===== src/rtl/tord_pkg.sv =====
// Shared kind codes, queue selector type and the kind-to-queue decode.
// Assumes a 3-bit kind field; codes 6 and 7 are folded into read completions.
package tord_pkg;
    localparam int KIND_W = 3;

    typedef enum logic [KIND_W-1:0] {
        K_MWR  = 3'd0,
        K_MSG  = 3'd1,
        K_RD   = 3'd2,
        K_NPW  = 3'd3,
        K_CPLD = 3'd4,
        K_CPLW = 3'd5
    } kind_e;

    typedef enum logic [1:0] {
        Q_P   = 2'd0,
        Q_NP  = 2'd1,
        Q_CPL = 2'd2
    } qsel_e;

    function automatic qsel_e kind_to_q(input logic [KIND_W-1:0] k);
        if (k == K_MWR || k == K_MSG) return Q_P;
        if (k == K_RD || k == K_NPW) return Q_NP;
        return Q_CPL;
    endfunction
endpackage


===== src/rtl/tord_queue.sv =====
// Circular header FIFO of DEPTH entries, W bits each.
// Assumes the parent never pushes when full and never pops when empty.
// A push and a pop may happen in the same cycle.
module tord_queue #(
    parameter int DEPTH = 8,
    parameter int W     = 16
) (
    input  logic         clk,
    input  logic         rst_n,
    input  logic         push,
    input  logic [W-1:0] din,
    input  logic         pop,
    output logic [W-1:0] head,
    output logic         full,
    output logic         empty
);
    localparam int PTR_W = (DEPTH > 1) ? $clog2(DEPTH) : 1;
    localparam int CNT_W = $clog2(DEPTH + 1);
    localparam logic [PTR_W-1:0] LAST = PTR_W'(DEPTH - 1);

    logic [W-1:0]     mem [DEPTH];
    logic [PTR_W-1:0] rd_ptr, wr_ptr;
    logic [CNT_W-1:0] count;

    assign head  = mem[rd_ptr];
    assign full  = (count == CNT_W'(DEPTH));
    assign empty = (count == '0);

    // Store the pushed header in the slot the write pointer names.
    always_ff @(posedge clk) begin
        if (push) mem[wr_ptr] <= din;
    end

    // Advance the pointers with wrap, and track the occupancy.
    always_ff @(posedge clk) begin
        if (!rst_n) begin
            rd_ptr <= '0;
            wr_ptr <= '0;
            count  <= '0;
        end else begin
            if (push) wr_ptr <= (wr_ptr == LAST) ? '0 : wr_ptr + 1'b1;
            if (pop)  rd_ptr <= (rd_ptr == LAST) ? '0 : rd_ptr + 1'b1;
            if (push && !pop)      count <= count + 1'b1;
            else if (pop && !push) count <= count - 1'b1;
        end
    end
endmodule


===== src/rtl/tord_ptrack.sv =====
// Per-traffic-class posted progress tracker.
// It counts the posted headers pushed and popped in each class. A later
// header keeps a snapshot of its class's push count. That header is blocked
// while the class's pop count has not yet reached the snapshot.
// Assumes a waiting header never falls more than 2^(SNAP_W-1) posted pops
// behind its snapshot.
module tord_ptrack #(
    parameter int TC_W   = 3,
    parameter int SNAP_W = 6
) (
    input  logic              clk,
    input  logic              rst_n,
    input  logic              push_p,
    input  logic [TC_W-1:0]   push_tc,
    input  logic              pop_p,
    input  logic [TC_W-1:0]   pop_tc,
    output logic [SNAP_W-1:0] snap,
    input  logic [TC_W-1:0]   a_tc,
    input  logic [SNAP_W-1:0] a_snap,
    output logic              a_blk,
    input  logic [TC_W-1:0]   b_tc,
    input  logic [SNAP_W-1:0] b_snap,
    output logic              b_blk
);
    localparam int NTC = 1 << TC_W;

    logic [SNAP_W-1:0] pushed [NTC];
    logic [SNAP_W-1:0] popped [NTC];
    logic [SNAP_W-1:0] a_gap, b_gap;

    for (genvar t = 0; t < NTC; t++) begin : g_tc
        // Count the posted headers entering and leaving class t.
        always_ff @(posedge clk) begin
            if (!rst_n) begin
                pushed[t] <= '0;
                popped[t] <= '0;
            end else begin
                if (push_p && push_tc == TC_W'(t)) pushed[t] <= pushed[t] + 1'b1;
                if (pop_p && pop_tc == TC_W'(t))   popped[t] <= popped[t] + 1'b1;
            end
        end
    end

    // Snapshot for the header being pushed, and the gap left for each probe.
    always_comb begin
        snap  = pushed[push_tc];
        a_gap = a_snap - popped[a_tc];
        b_gap = b_snap - popped[b_tc];
        a_blk = (a_gap != '0) && !a_gap[SNAP_W-1];
        b_blk = (b_gap != '0) && !b_gap[SNAP_W-1];
    end
endmodule


===== src/rtl/tord_arb.sv =====
// Egress picker with posted/other fairness and a hold while stalled.
// Assumes the eligibility of a held selection cannot drop while it is
// stalled. Headers that arrive later are younger and cannot block it.
module tord_arb #(
    parameter int SEQ_W = 8
) (
    input  logic              clk,
    input  logic              rst_n,
    input  logic              p_ok,
    input  logic              np_ok,
    input  logic              cpl_ok,
    input  logic [SEQ_W-1:0]  np_seq,
    input  logic [SEQ_W-1:0]  cpl_seq,
    input  logic              out_ready,
    output logic              valid,
    output tord_pkg::qsel_e   sel
);
    import tord_pkg::*;

    logic       last_p;
    logic       lock;
    qsel_e      lock_sel;
    qsel_e      other_sel;
    logic       other_ok;
    logic [SEQ_W-1:0] age_diff;

    // Choose the other side's head, then apply fairness unless a stall holds the choice.
    always_comb begin
        age_diff = np_seq - cpl_seq;
        other_ok = np_ok || cpl_ok;
        if (np_ok && cpl_ok) other_sel = age_diff[SEQ_W-1] ? Q_NP : Q_CPL;
        else                 other_sel = np_ok ? Q_NP : Q_CPL;
        if (lock) begin
            valid = 1'b1;
            sel   = lock_sel;
        end else begin
            valid = p_ok || other_ok;
            sel   = (p_ok && (!other_ok || !last_p)) ? Q_P : other_sel;
        end
    end

    // Remember a stalled choice and which side was granted last.
    always_ff @(posedge clk) begin
        if (!rst_n) begin
            last_p   <= 1'b0;
            lock     <= 1'b0;
            lock_sel <= Q_P;
        end else begin
            lock     <= valid && !out_ready;
            lock_sel <= sel;
            if (valid && out_ready) last_p <= (sel == Q_P);
        end
    end
endmodule


===== src/rtl/tord_sched.sv =====
// Transaction ordering scheduler for one direction of a switch port.
// Headers are sorted by kind into posted, non-posted and completion queues.
// Each non-posted and completion entry keeps an arrival number and a snapshot
// of posted progress in its traffic class. These decide the pass rules.
// Assumes at most 2^(SEQ_W-1) arrivals separate any two headers that are
// compared by age.
module tord_sched #(
    parameter int DEPTH = 8,
    parameter int TC_W  = 3,
    parameter int TAG_W = 8
) (
    input  logic             clk,
    input  logic             rst_n,
    input  logic             in_valid,
    output logic             in_ready,
    input  logic [2:0]       in_kind,
    input  logic [TC_W-1:0]  in_tc,
    input  logic             in_ro,
    input  logic [TAG_W-1:0] in_tag,
    output logic             out_valid,
    input  logic             out_ready,
    output logic [2:0]       out_kind,
    output logic [TC_W-1:0]  out_tc,
    output logic             out_ro,
    output logic [TAG_W-1:0] out_tag
);
    import tord_pkg::*;

    localparam int HDR_W  = KIND_W + TC_W + 1 + TAG_W;
    localparam int SEQ_W  = $clog2(3 * DEPTH) + 3;
    localparam int SNAP_W = $clog2(DEPTH) + 3;
    localparam int ORD_W  = HDR_W + SNAP_W + SEQ_W;
    localparam int TC_LO  = KIND_W;
    localparam int RO_LO  = KIND_W + TC_W;
    localparam int SN_LO  = HDR_W;
    localparam int SQ_LO  = HDR_W + SNAP_W;

    qsel_e             in_q, sel;
    logic              acc;
    logic [HDR_W-1:0]  hdr_in;
    logic [ORD_W-1:0]  ord_in;
    logic [SEQ_W-1:0]  seq_q;
    logic [SNAP_W-1:0] snap;
    logic              p_full, np_full, cpl_full;
    logic              p_empty, np_empty, cpl_empty;
    logic [HDR_W-1:0]  p_head;
    logic [ORD_W-1:0]  np_head, cpl_head;
    logic              np_blk, cpl_blk;
    logic              p_ok, np_ok, cpl_ok;
    logic              fire, pop_p, pop_np, pop_cpl;
    logic [HDR_W-1:0]  out_hdr;

    // Decode the target queue and its room.
    always_comb begin
        in_q   = kind_to_q(in_kind);
        hdr_in = {in_tag, in_ro, in_tc, in_kind};
        unique case (in_q)
            Q_P:     in_ready = !p_full;
            Q_NP:    in_ready = !np_full;
            default: in_ready = !cpl_full;
        endcase
        acc    = in_valid && in_ready;
        ord_in = {seq_q, snap, hdr_in};
    end

    // Number every accepted header in arrival order.
    always_ff @(posedge clk) begin
        if (!rst_n) seq_q <= '0;
        else if (acc) seq_q <= seq_q + 1'b1;
    end

    tord_queue #(.DEPTH(DEPTH), .W(HDR_W)) u_pq (
        .clk(clk), .rst_n(rst_n),
        .push(acc && in_q == Q_P), .din(hdr_in), .pop(pop_p),
        .head(p_head), .full(p_full), .empty(p_empty)
    );

    tord_queue #(.DEPTH(DEPTH), .W(ORD_W)) u_npq (
        .clk(clk), .rst_n(rst_n),
        .push(acc && in_q == Q_NP), .din(ord_in), .pop(pop_np),
        .head(np_head), .full(np_full), .empty(np_empty)
    );

    tord_queue #(.DEPTH(DEPTH), .W(ORD_W)) u_cq (
        .clk(clk), .rst_n(rst_n),
        .push(acc && in_q == Q_CPL), .din(ord_in), .pop(pop_cpl),
        .head(cpl_head), .full(cpl_full), .empty(cpl_empty)
    );

    tord_ptrack #(.TC_W(TC_W), .SNAP_W(SNAP_W)) u_trk (
        .clk(clk), .rst_n(rst_n),
        .push_p(acc && in_q == Q_P), .push_tc(in_tc),
        .pop_p(pop_p), .pop_tc(p_head[TC_LO +: TC_W]),
        .snap(snap),
        .a_tc(np_head[TC_LO +: TC_W]), .a_snap(np_head[SN_LO +: SNAP_W]), .a_blk(np_blk),
        .b_tc(cpl_head[TC_LO +: TC_W]), .b_snap(cpl_head[SN_LO +: SNAP_W]), .b_blk(cpl_blk)
    );

    // Apply the pass rules to each queue head.
    always_comb begin
        p_ok   = !p_empty;
        np_ok  = !np_empty && !np_blk;
        cpl_ok = !cpl_empty && (cpl_head[KIND_W-1:0] == K_CPLW ||
                                cpl_head[RO_LO] || !cpl_blk);
    end

    tord_arb #(.SEQ_W(SEQ_W)) u_arb (
        .clk(clk), .rst_n(rst_n),
        .p_ok(p_ok), .np_ok(np_ok), .cpl_ok(cpl_ok),
        .np_seq(np_head[SQ_LO +: SEQ_W]), .cpl_seq(cpl_head[SQ_LO +: SEQ_W]),
        .out_ready(out_ready), .valid(out_valid), .sel(sel)
    );

    // Route the selected head to egress and pop it on transfer.
    always_comb begin
        unique case (sel)
            Q_P:     out_hdr = p_head;
            Q_NP:    out_hdr = np_head[HDR_W-1:0];
            default: out_hdr = cpl_head[HDR_W-1:0];
        endcase
        {out_tag, out_ro, out_tc, out_kind} = out_hdr;
        fire    = out_valid && out_ready;
        pop_p   = fire && sel == Q_P;
        pop_np  = fire && sel == Q_NP;
        pop_cpl = fire && sel == Q_CPL;
    end
endmodule


===== config.mk =====
export PLATFORM = sky130hd
export DESIGN_NAME = tord_sched
export DESIGN_NICKNAME = d
export VERILOG_FILES = /design/src/rtl/tord_pkg.sv /design/src/rtl/tord_queue.sv /design/src/rtl/tord_ptrack.sv /design/src/rtl/tord_arb.sv /design/src/rtl/tord_sched.sv
export SDC_FILE = /design/constraint.sdc
export NUM_CORES = 1
export LEC_CHECK = 0
export CAP_MARGIN = 40
export CORE_MARGIN = 3
export CORE_UTILIZATION = 40
export DETAILED_ROUTE_END_ITERATION = 7
export GPL_ROUTABILITY_DRIVEN = 0
export GPL_TIMING_DRIVEN = 0
export HOLD_SLACK_MARGIN = 0.12
export PLACE_DENSITY = 0.53
export SETUP_SLACK_MARGIN = 0.2
export SYNTH_ARGS = -nofsm -noshare
export SYNTH_HDL_FRONTEND = slang
export SYNTH_SLANG_ARGS = --single-unit

===== constraint.sdc =====
create_clock -name clk -period 7.6 [get_ports clk]
set_input_delay 1.9 -clock clk [delete_from_list [all_inputs] [get_ports clk]]
set_output_delay 1.9 -clock clk [all_outputs]
set_load 0.1 [all_outputs]

Yosys cells after proc, flatten, opt, wreduce, memory -nomap -nowiden
Memories as Yosys holds them, arrays and structs flattened. A register that Yosys moved wholly into a read port is not among the register bits.
Cells that the tools add are included.
{"block": "totals", "ff_bits": 42, "latch_bits": 0, "ramBits": 680, "romBits": 0, "in_bits": 19, "out_inout_bits": 17, "word_cells": 277, "mem_count": 5}
{"name": "u_cq.mem", "depth": 8, "word_bits": 29, "rd": 1, "rd_ports_with_merged_regs": 1, "wr": 1, "line_no": "tord_queue.sv:21", "source": "logic [W-1:0] mem [DEPTH];"}
{"name": "u_npq.mem", "depth": 8, "word_bits": 29, "rd": 1, "rd_ports_with_merged_regs": 1, "wr": 1, "line_no": "tord_queue.sv:21"}
{"name": "u_pq.mem", "depth": 8, "word_bits": 15, "rd": 1, "rd_ports_with_merged_regs": 1, "wr": 1, "line_no": "tord_queue.sv:21"}
{"name": "u_trk.popped", "depth": 8, "word_bits": 6, "rd": 10, "rd_ports_with_merged_regs": 0, "wr": 8, "line_no": "tord_ptrack.sv:28", "source": "logic [SNAP_W-1:0] popped [NTC];"}
{"name": "u_trk.pushed", "depth": 8, "word_bits": 6, "rd": 9, "rd_ports_with_merged_regs": 0, "wr": 8, "line_no": "tord_ptrack.sv:27", "source": "logic [SNAP_W-1:0] pushed [NTC];"}
{"block": "classes", "add_sub_neg": 32, "multipliers": 0, "n_div": 0, "order_cmp": 0, "eq_ne": 31, "shifts": 0, "n_mux": 104, "n_bitwise": 16, "n_reduce_logical": 76}
{"op": "6-bit by 1-bit adder with 6-bit output (second input constant)", "n": 16}
{"op": "6-bit two-way mux", "n": 16}
{"op": "1-bit two-way mux", "n": 59}
{"op": "3-bit == test (second input constant)", "n": 15}
{"op": "1-bit logical AND", "n": 37}
{"op": "3-bit two-way mux", "n": 12}
{"op": "15-bit case mux with 2 select lines", "n": 1}
{"op": "4-bit two-way mux", "n": 6}
{"op": "1-bit zero test", "n": 19}
{"op": "3-bit by 1-bit adder with 3-bit output (second input constant)", "n": 6}
{"op": "3-bit by 2-bit == test with 1-bit output (second input constant)", "n": 6}
{"op": "2-bit two-way mux", "n": 9}
{"op": "1-bit bitwise OR", "n": 16}
{"op": "4-bit by 1-bit adder with 4-bit output (second input constant)", "n": 3}
{"op": "4-bit == test (second input constant)", "n": 3}
{"op": "4-bit zero test", "n": 3}
{"op": "6-bit nonzero test", "n": 2}
{"op": "4-bit by 1-bit subtractor with 4-bit output (second input constant)", "n": 3}
{"op": "6-bit subtractor", "n": 2}
{"op": "3-bit by 1-bit == test with 1-bit output (second input constant)", "n": 3}
{"op": "3-bit zero test", "n": 3}
{"op": "8-bit by 1-bit adder with 8-bit output (second input constant)", "n": 1}
{"op": "8-bit subtractor", "n": 1}
{"op": "1-bit logical OR", "n": 7}
{"op": "other kinds (5)", "n": 10}

Longest topological paths before layout
Gate-level depths: netlist (run 1).
An unclocked memory read counts as a cell.
{"block": "depth", "word_depth": 20, "depth_mapped": 31, "mapped_depth_nobuf": 26}

Hierarchy
A second synthesis (run 1) with hierarchy kept.
{"block": "unflattened", "cells_unflattened": 1733, "hier_area_um2": 31487.7}
{"mod": "tord_queue (u_cq ...)", "n_inst": 2, "cells_each": 409, "area_each_um2": 9469.1, "seq_area_each_um2": 7226.9}
{"mod": "tord_ptrack", "n_inst": 1, "cells_each": 503, "area_each_um2": 6045.8, "seq_area_each_um2": 2882.8}
{"mod": "tord_queue (u_pq)", "n_inst": 1, "cells_each": 247, "area_each_um2": 5276.3, "seq_area_each_um2": 3863.7}
{"mod": "tord_sched", "n_inst": 1, "cells_each": 113, "area_each_um2": 810.8, "seq_area_each_um2": 160.2}
{"mod": "tord_arb", "n_inst": 1, "cells_each": 52, "area_each_um2": 416.6, "seq_area_each_um2": 80.1}

Worst setup path after synthesis (run 1)
OpenSTA, ideal clock, no wires.
{"block": "synth_path", "path_type": "reg-to-output", "start": "register (tool-made name)", "end": "output out_tc[1]", "t_arrival_ns": 6.612, "required_ns": 5.700, "slack_ns": -0.912, "stages_incl_launch_ff": 23, "path_buffers": 6, "cell_sequence": "dfxtp_1 buf_6 mux2i_1 mux4_2 buf_2 buf_1 clkbuf_1 mux2_2 o211ai_1 o21ai_0 ha_1 fa_1 xor2_1 and3_1 and4_1 a21o_1 or3_1 a31oi_2 o211ai_4 and2_1 buf_4 buf_6 o221ai_1"}
{"item": "end, declared", "line_no": "tord_sched.sv:23", "source": "output logic [TC_W-1:0] out_tc,"}

==> impl_metrics.toml, run 1 <==
[worst_setup_path]
cpLargestDelayFamily = "compound AO/OA/AOI/OAI gates"
cp_max_fo = 6
worstPathRequired_ns = 5.70
cp-end-kind = "primary output"
crit_type = "register to primary output"
path_cells = "buf_6 -> mux2i_1 -> mux4_2 -> buf_6 -> buf_12 -> clkbuf_16 -> mux2_2 -> o211ai_1 -> o21ai_1 -> ha_2 -> fa_2 -> xor2_1 -> and3_1 -> and4_1 -> a21o_1 -> or3_4 -> a31oi_4 -> o211ai_4 -> and2_4 -> buf_12 -> buf_12 -> o221ai_4 -> clkbuf_16"
crit_top_cell = "buf_12"
cp-start-kind = "register"
crit_buf_inv = 7
critPathSlowestCell = "mux4_2"
critPathMaxStageDelay_ns = 0.55
cp.arrival_ns = 5.83

[logic_synthesis]
synthesis.nets = 1893
synth_cells = 1815
synth-seq-cells = 731
ys_warn_count = 0
synth_top_area_frac = 0.651
ys.flop_type = "edfxtp_1"
yosys.area.top_type = "edfxtp_1"
ys_seq_area_frac = 0.683
synth_edf_count = 680
synth_area_per_cell_sq_um = 17.3
yosys.cell_types.count = 63
async_flop_share = 0
synth_area_sq_um = 31400
synthTopCellsByArea = "edfxtp_1 65%, mux4_2 11%, dfxtp_1 3.3%"
synth_common_cells = "680 x edfxtp_1, 156 x mux4_2, 96 x nor2_1"
synth_most_common_cell = "edfxtp_1"

[cells_and_area]
area_growth_pct = 20.6
drive_gt1_frac = 0.274
fillers = 6549
nNetsFinal = 2126
final_util = 0.488
fin_area_sq_um = 37900

[detailed_routing]
wl_um = 77300
drtAntennaViolNets = 0
drt_iter0_markers = 1263
vias_per_cell = 5.46
wl_per_cell_um = 24.5
dr.pass1.iters = 5
vias = 17200
drc = 0

[clock_tree]
cts.hold.buffers_added = 0
htreeDepth = 3
cts_root_buf = "clkbuf_16"
cts-buffers-inserted = 80
cts.sinks = 731
cts.clk_slew.worst_paths_ns = 0.06
clock_path_buffers = 3
clkLatencyLatePin_ns = 0.64
tritoncts = "built"

[die]
core_sq_um = 77600
start_util = 0.404
dieArea_sq_um = 81800
die_h_um = 286
ios = 36
rows = 102
fp.dieW_um = 286

[timing]
worst_pin_slew_ns = 0.956
fin_ws_ns = -0.130
fin_crit_ns = 7.73
period_share = 1.02
setup-tns-final_ns = -1.03
finalHoldViolations = 0
drv_slew = 0
skew_ns = 0.0273
max_freq_mhz = 129
setup_violations = 14
maxSlewHeadroom = 0.356
rsz0062_at_grt = "yes"

[global_route]
grt_usage = 0.191
grt_overflow = 0
grt_pass1_wl_um = 116000
grt_max_degree = 27
grt_pass1_vias = 18000
antenna_found_initial = 3

[run_status]
failed_checks = "setup timing"
status = "complete, but fails checks"

[power_and_ir_drop]
finalPower_mw = 12.9
p_leak_nw = 12.4
ir_drop_v = 0.000469
p_per_area_nw_per_um2 = 342

[place]
postPlaceCellArea_sq_um = 34800
dp_slack_ns = -1.82
hpwlAfterDp_um = 54200
port-buffer-count = 35

[hold_path]
min_path_type = "register to register"

[job]
max_cap_violations = 0
[flip-flops by register name, summed over array words and instances, names as in the netlist, 2 cells and up, named ones only]
register        cells
u_npq.mem         232
u_npq.rd_ptr        3
u_npq.count         4
u_npq.wr_ptr        3
u_pq.count          4
u_trk.pushed       48
u_trk.popped       48
u_pq.wr_ptr         3
seq_q               8
u_arb.lock_sel      2
u_cq.wr_ptr         3
u_pq.rd_ptr         3
u_cq.rd_ptr         3
u_pq.mem          120
u_cq.mem          232
u_cq.count          4
[worst paths after layout]
check,slack (ns),depth (start not counted),endpoint,from
worst max-delay path,-0.13,23,out_tc[2],register
worst min-delay path,0.48,2,u_arb.last_p,u_arb.last_p
worst max register to register,1.09,30,u_npq.count[3],register
worst min register to register,0.48,2,u_arb.last_p,u_arb.last_p
[per-stage QoR]
stage               cells  hold slack [ns]
floorplan            1815            0.444
global placement     2890            0.465
detailed placement   2994            0.479
CTS                  3143            0.486
global route         3148            0.515
finish               3150            0.483
[cells by family (layout without fill, tap and decap cells)]
kind of cell	Yosys count	after routing	share of synthesized area
other	0	2	0
AOI/OAI and AO/OA	126	126	0.0273
DFF	731	731	0.683
adders and majority gates	59	59	0.0247
buffers and inverters	124	417	0.0174
muxes	306	306	0.163
xor gates and xnor gates	85	85	0.0237
and+or+nand+nor	384	384	0.0608
[timing repair]
item,4_1_cts,5_1_grt
gates cloned,1,0
hold endpoints to repair,0,0
pin swaps,16,9
gates resized for setup,103,17
buffers inserted,22,0
setup endpoints to repair,23,15
[worst register-to-register path: cells and delay by family, from the launching register on]
kind / cells / cell delay, ns
and+or+nand+nor: 4 / 1.04
buffers and inverters: 7 / 1.05
AOI/OAI and AO/OA: 11 / 1.93
muxes: 3 / 0.92
DFF: 1 / 0.30
adders and majority gates: 4 / 1.09
xor gates and xnor gates: 1 / 0.09
[cell type report]
cell class | count | area, sq um | share of cell area
flip-flops and latches | 731 | 21400 | 0.566
multi-input cells | 960 | 9960 | 0.263
clock buffers | 108 | 2170 | 0.0573
repair buffers | 151 | 1860 | 0.0490
well taps | 1040 | 1300 | 0.0344
plain buffers | 89 | 647 | 0.0171
clock inverters | 34 | 343 | 0.00906
inverters | 35 | 131 | 0.00347
diodes | 2 | 5.00 | 0.000132
[per-layer routing]
layer,vias up,share of wire,global-route usage
li1,7691,-,-
met1,9001,0.44,0.266
met2,385,0.47,0.304
met3,114,0.053,0.0367
met4,0,0.029,0.0624
met5,-,0,0
[cell usage in the layout, fill, tap and decap left out, drive strengths merged, types with 7 or more instances in the layout]
| cell | netlist | layout |
|---|---|---|
| edfxtp | 680 | 680 |
| ha | 54 | 54 |
| clkbuf | 51 | 159 |
| and2 | 18 | 18 |
| nand3 | 48 | 48 |
| xor2 | 40 | 40 |
| and3 | 10 | 10 |
| inv | 34 | 36 |
| nor2b | 14 | 14 |
| a211oi | 7 | 7 |
| nand2 | 80 | 80 |
| a21boi | 12 | 12 |
| buf | 38 | 170 |
| nand2b | 13 | 13 |
| clkinv | 1 | 29 |
| mux2i | 92 | 92 |
| mux4 | 156 | 156 |
| mux2 | 58 | 58 |
| nor2 | 96 | 96 |
| a21oi | 29 | 29 |
| clkdlybuf4s50 | 0 | 19 |
| nor3 | 19 | 19 |
| o221ai | 15 | 15 |
| nor4 | 53 | 53 |
| xnor2 | 45 | 45 |
| or3 | 7 | 7 |
| o21ai | 35 | 35 |
| dfxtp | 51 | 51 |
[power breakdown]
group          internal (mW)  switching [mW]
registers               4.55           0.119
clock network           2.12            1.59
logic                   1.92            2.65
total                   8.58            4.36
No activity file was read; power rests on OpenSTA's default activity.
==> inputs of run 2 (changes only) <==
--- a/config.mk
+++ b/config.mk
@@ -6,13 +6,16 @@
 export NUM_CORES = 1
 export LEC_CHECK = 0
 export CAP_MARGIN = 40
+export CELL_PAD_IN_SITES_DETAIL_PLACEMENT = 0
+export CELL_PAD_IN_SITES_GLOBAL_PLACEMENT = 1
 export CORE_MARGIN = 3
 export CORE_UTILIZATION = 40
+export CTS_BUF_LIST = sky130_fd_sc_hd__clkbuf_8
 export DETAILED_ROUTE_END_ITERATION = 7
 export GPL_ROUTABILITY_DRIVEN = 0
 export GPL_TIMING_DRIVEN = 0
 export HOLD_SLACK_MARGIN = 0.12
-export PLACE_DENSITY = 0.53
+export PLACE_DENSITY = 0.59
 export SETUP_SLACK_MARGIN = 0.2
 export SYNTH_ARGS = -nofsm -noshare
 export SYNTH_HDL_FRONTEND = slang
==> impl_metrics.toml, run 2 (synthesis results as in run 1) <==
[cells_and_area]
stdcell_count = 3225
drive_gt1_frac = 0.288
area_growth_pct = 19.6
final_common_cell = "edfxtp_1"
mostFrequentLayoutCells = "680 x edfxtp_1, 156 x mux4_2, 143 x clkbuf_8, 86 x nor2_1, 86 x mux2i_1"
fillers = 6764
top_regs = "u_cq.mem: 232 flops, u_npq.mem: 232 flops, u_pq.mem: 120 flops"
nNetsFinal = 2169

[global_route]
antenna_found_initial = 4
grt_overflow = 0
grt_usage = 0.196
grt_max_degree = 25
grt_pass1_vias = 18400
grt_pass1_wl_um = 118000

[detailed_routing]
dr_wl_met2_um = 37800
dr.pass1.iters = 5
vias = 17400
wl_um = 78400
drtAntennaViolNets = 0
wl_met1_um = 34800
top_layer = "met4"
drt_iter0_markers = 1489
wl_met3_um = 3880
wl_per_cell_um = 24.3
vias_per_cell = 5.40
drc = 0

[timing]
maxSlewHeadroom = 0.360
period_share = 1.04
setup_violations = 15
fin_ws_ns = -0.329
rsz0062_at_grt = "yes"
finalHoldViolations = 0
skew_ns = 0.0416
fin_crit_ns = 7.93
drv_slew = 0
max_freq_mhz = 126
worst_pin_slew_ns = 0.952

[clock_tree]
tritoncts = "built"
cts_root_buf = "clkbuf_8"
clock_path_buffers = 3
cts.clk_slew.worst_paths_ns = 0.06
htreeDepth = 4
cts.sinks = 731
clkLatencyLatePin_ns = 0.77
cts-buffers-inserted = 131

[worst_setup_path]
cp-start-kind = "register"
r2r_slack_ns = 1.10
path_cells = "buf_6 -> mux2i_1 -> mux4_2 -> buf_6 -> buf_12 -> clkbuf_16 -> mux2_2 -> o211ai_1 -> o21ai_2 -> ha_2 -> fa_2 -> xor2_1 -> and3_1 -> and4_1 -> a21o_1 -> or3_4 -> a31oi_4 -> o211ai_4 -> and2_4 -> buf_12 -> buf_12 -> o221ai_4 -> clkbuf_16"
crit_type = "register to primary output"
critPathSlowestCell = "mux4_2"
cp.arrival_ns = 6.03
cp_max_fo = 6
crit_top_cell = "buf_12"
cp-end-kind = "primary output"
critPathMaxStageDelay_ns = 0.54
r2r-end = "u_npq.count[3]"
rr_worst_depth = 30
worstPathRequired_ns = 5.70

[die]
core_sq_um = 77600
start_util = 0.404
dieArea_sq_um = 81800
ios = 36
fp.dieW_um = 286
die_h_um = 286
rows = 102

[run_status]
status = "complete, but fails checks"
failed_checks = "setup timing"

[place]
port-buffer-count = 35
dp_cells = 2990
hpwlAfterDp_um = 55100
dp_slack_ns = -1.97

[hold_path]
holdCritStartpoint = "u_arb.last_p"
holdPathStages = 2
min_path_type = "register to register"
hold_path_end = "u_arb.last_p"

[power_and_ir_drop]
p_leak_nw = 12.4
p_per_area_nw_per_um2 = 332
ir_drop_v = 0.000461

[job]
max_cap_violations = 0
[run 2: cell types whose count changed in the layout (fill, tap and decap cells not counted), moves of 5 or more]
cell,before,now
inv_8,0,5
clkbuf_1,58,35
clkinv_2,11,17
clkinv_1,12,23
buf_4,51,46
inv_1,34,68
clkbuf_16,84,2
clkbuf_8,9,143
buf_16,13,7
[run 2: power by group]
group | switching (mW) | internal (mW) | total, mW
clock network | 1.64 | 1.76 | 3.40
registers | 0.121 | 4.55 | 4.67
logic | 2.60 | 1.79 | 4.39
total | 4.36 | 8.10 | 12.5
[run 2: routing by layer]
metal | global-route usage | up-vias
met2 | 0.315 | 423
met3 | 0.0380 | 130
met1 | 0.270 | 9084
met5 | 0 | -
met4 | 0.0638 | 0
li1 | - | 7787
[run 2: worst max-delay path by stage]
stage,from,to,slack (ns),cells after the start
6_report,register,out_tc[0],-0.33,23
3_5_place_dp,register,out_tag[6],-1.97,20
4_1_cts,register,out_tc[0],-0.49,23
3_3_place_gp,in_kind[2],u_cq.mem[4][25],-3.16,11
2_1_floorplan,register,out_tag[0],0.23,23
5_1_grt,register,out_tc[0],-0.62,23
[run 2: area by class of cell]
class	instances	area [sq um]	area share
multi-input cells	960	9950	0.265
clock buffers	138	1900	0.0506
plain buffers	88	596	0.0159
inverters	35	131	0.00350
clock inverters	88	492	0.0131
flip-flops and latches	731	21400	0.571
well taps	1040	1300	0.0347
repair buffers	144	1710	0.0455
diodes	1	2.50	0.0000667
[run 2: stage by stage]
stage	setup TNS, ns	hold WS (ns)	area (sq um)	power, mW	util
after detailed placement	-29.80	0.470	34700	9.27	0.447
after global routing	-8.12	0.505	37500	13.0	0.484
after floorplan	0	0.444	31700	7.21	-
after CTS	-6.41	0.479	37400	12.6	0.482
after global placement	-997.86	0.464	33300	8.15	0.429
final	-3.98	0.477	37500	12.5	0.484
[run 2: what timing repair did]
| item | 4_1_cts | 5_1_grt |
|---|---|---|
| gates resized for setup | 101 | 15 |
| pin swaps | 14 | 6 |
| buffers inserted | 17 | 1 |
| endpoints found under the setup margin | 41 | 16 |
| hold buffers | 0 | 0 |
[run 2: worst max-delay path, delay by kind of cell (launching register included)]
family	cells	cell delay, ns
muxes	3	0.91
DFF	1	0.30
buffers and inverters	7	1.09
xor gates and xnor gates	1	0.15
AOI/OAI and AO/OA	6	1.33
and+or+nand+nor	4	0.89
adders and majority gates	2	0.58
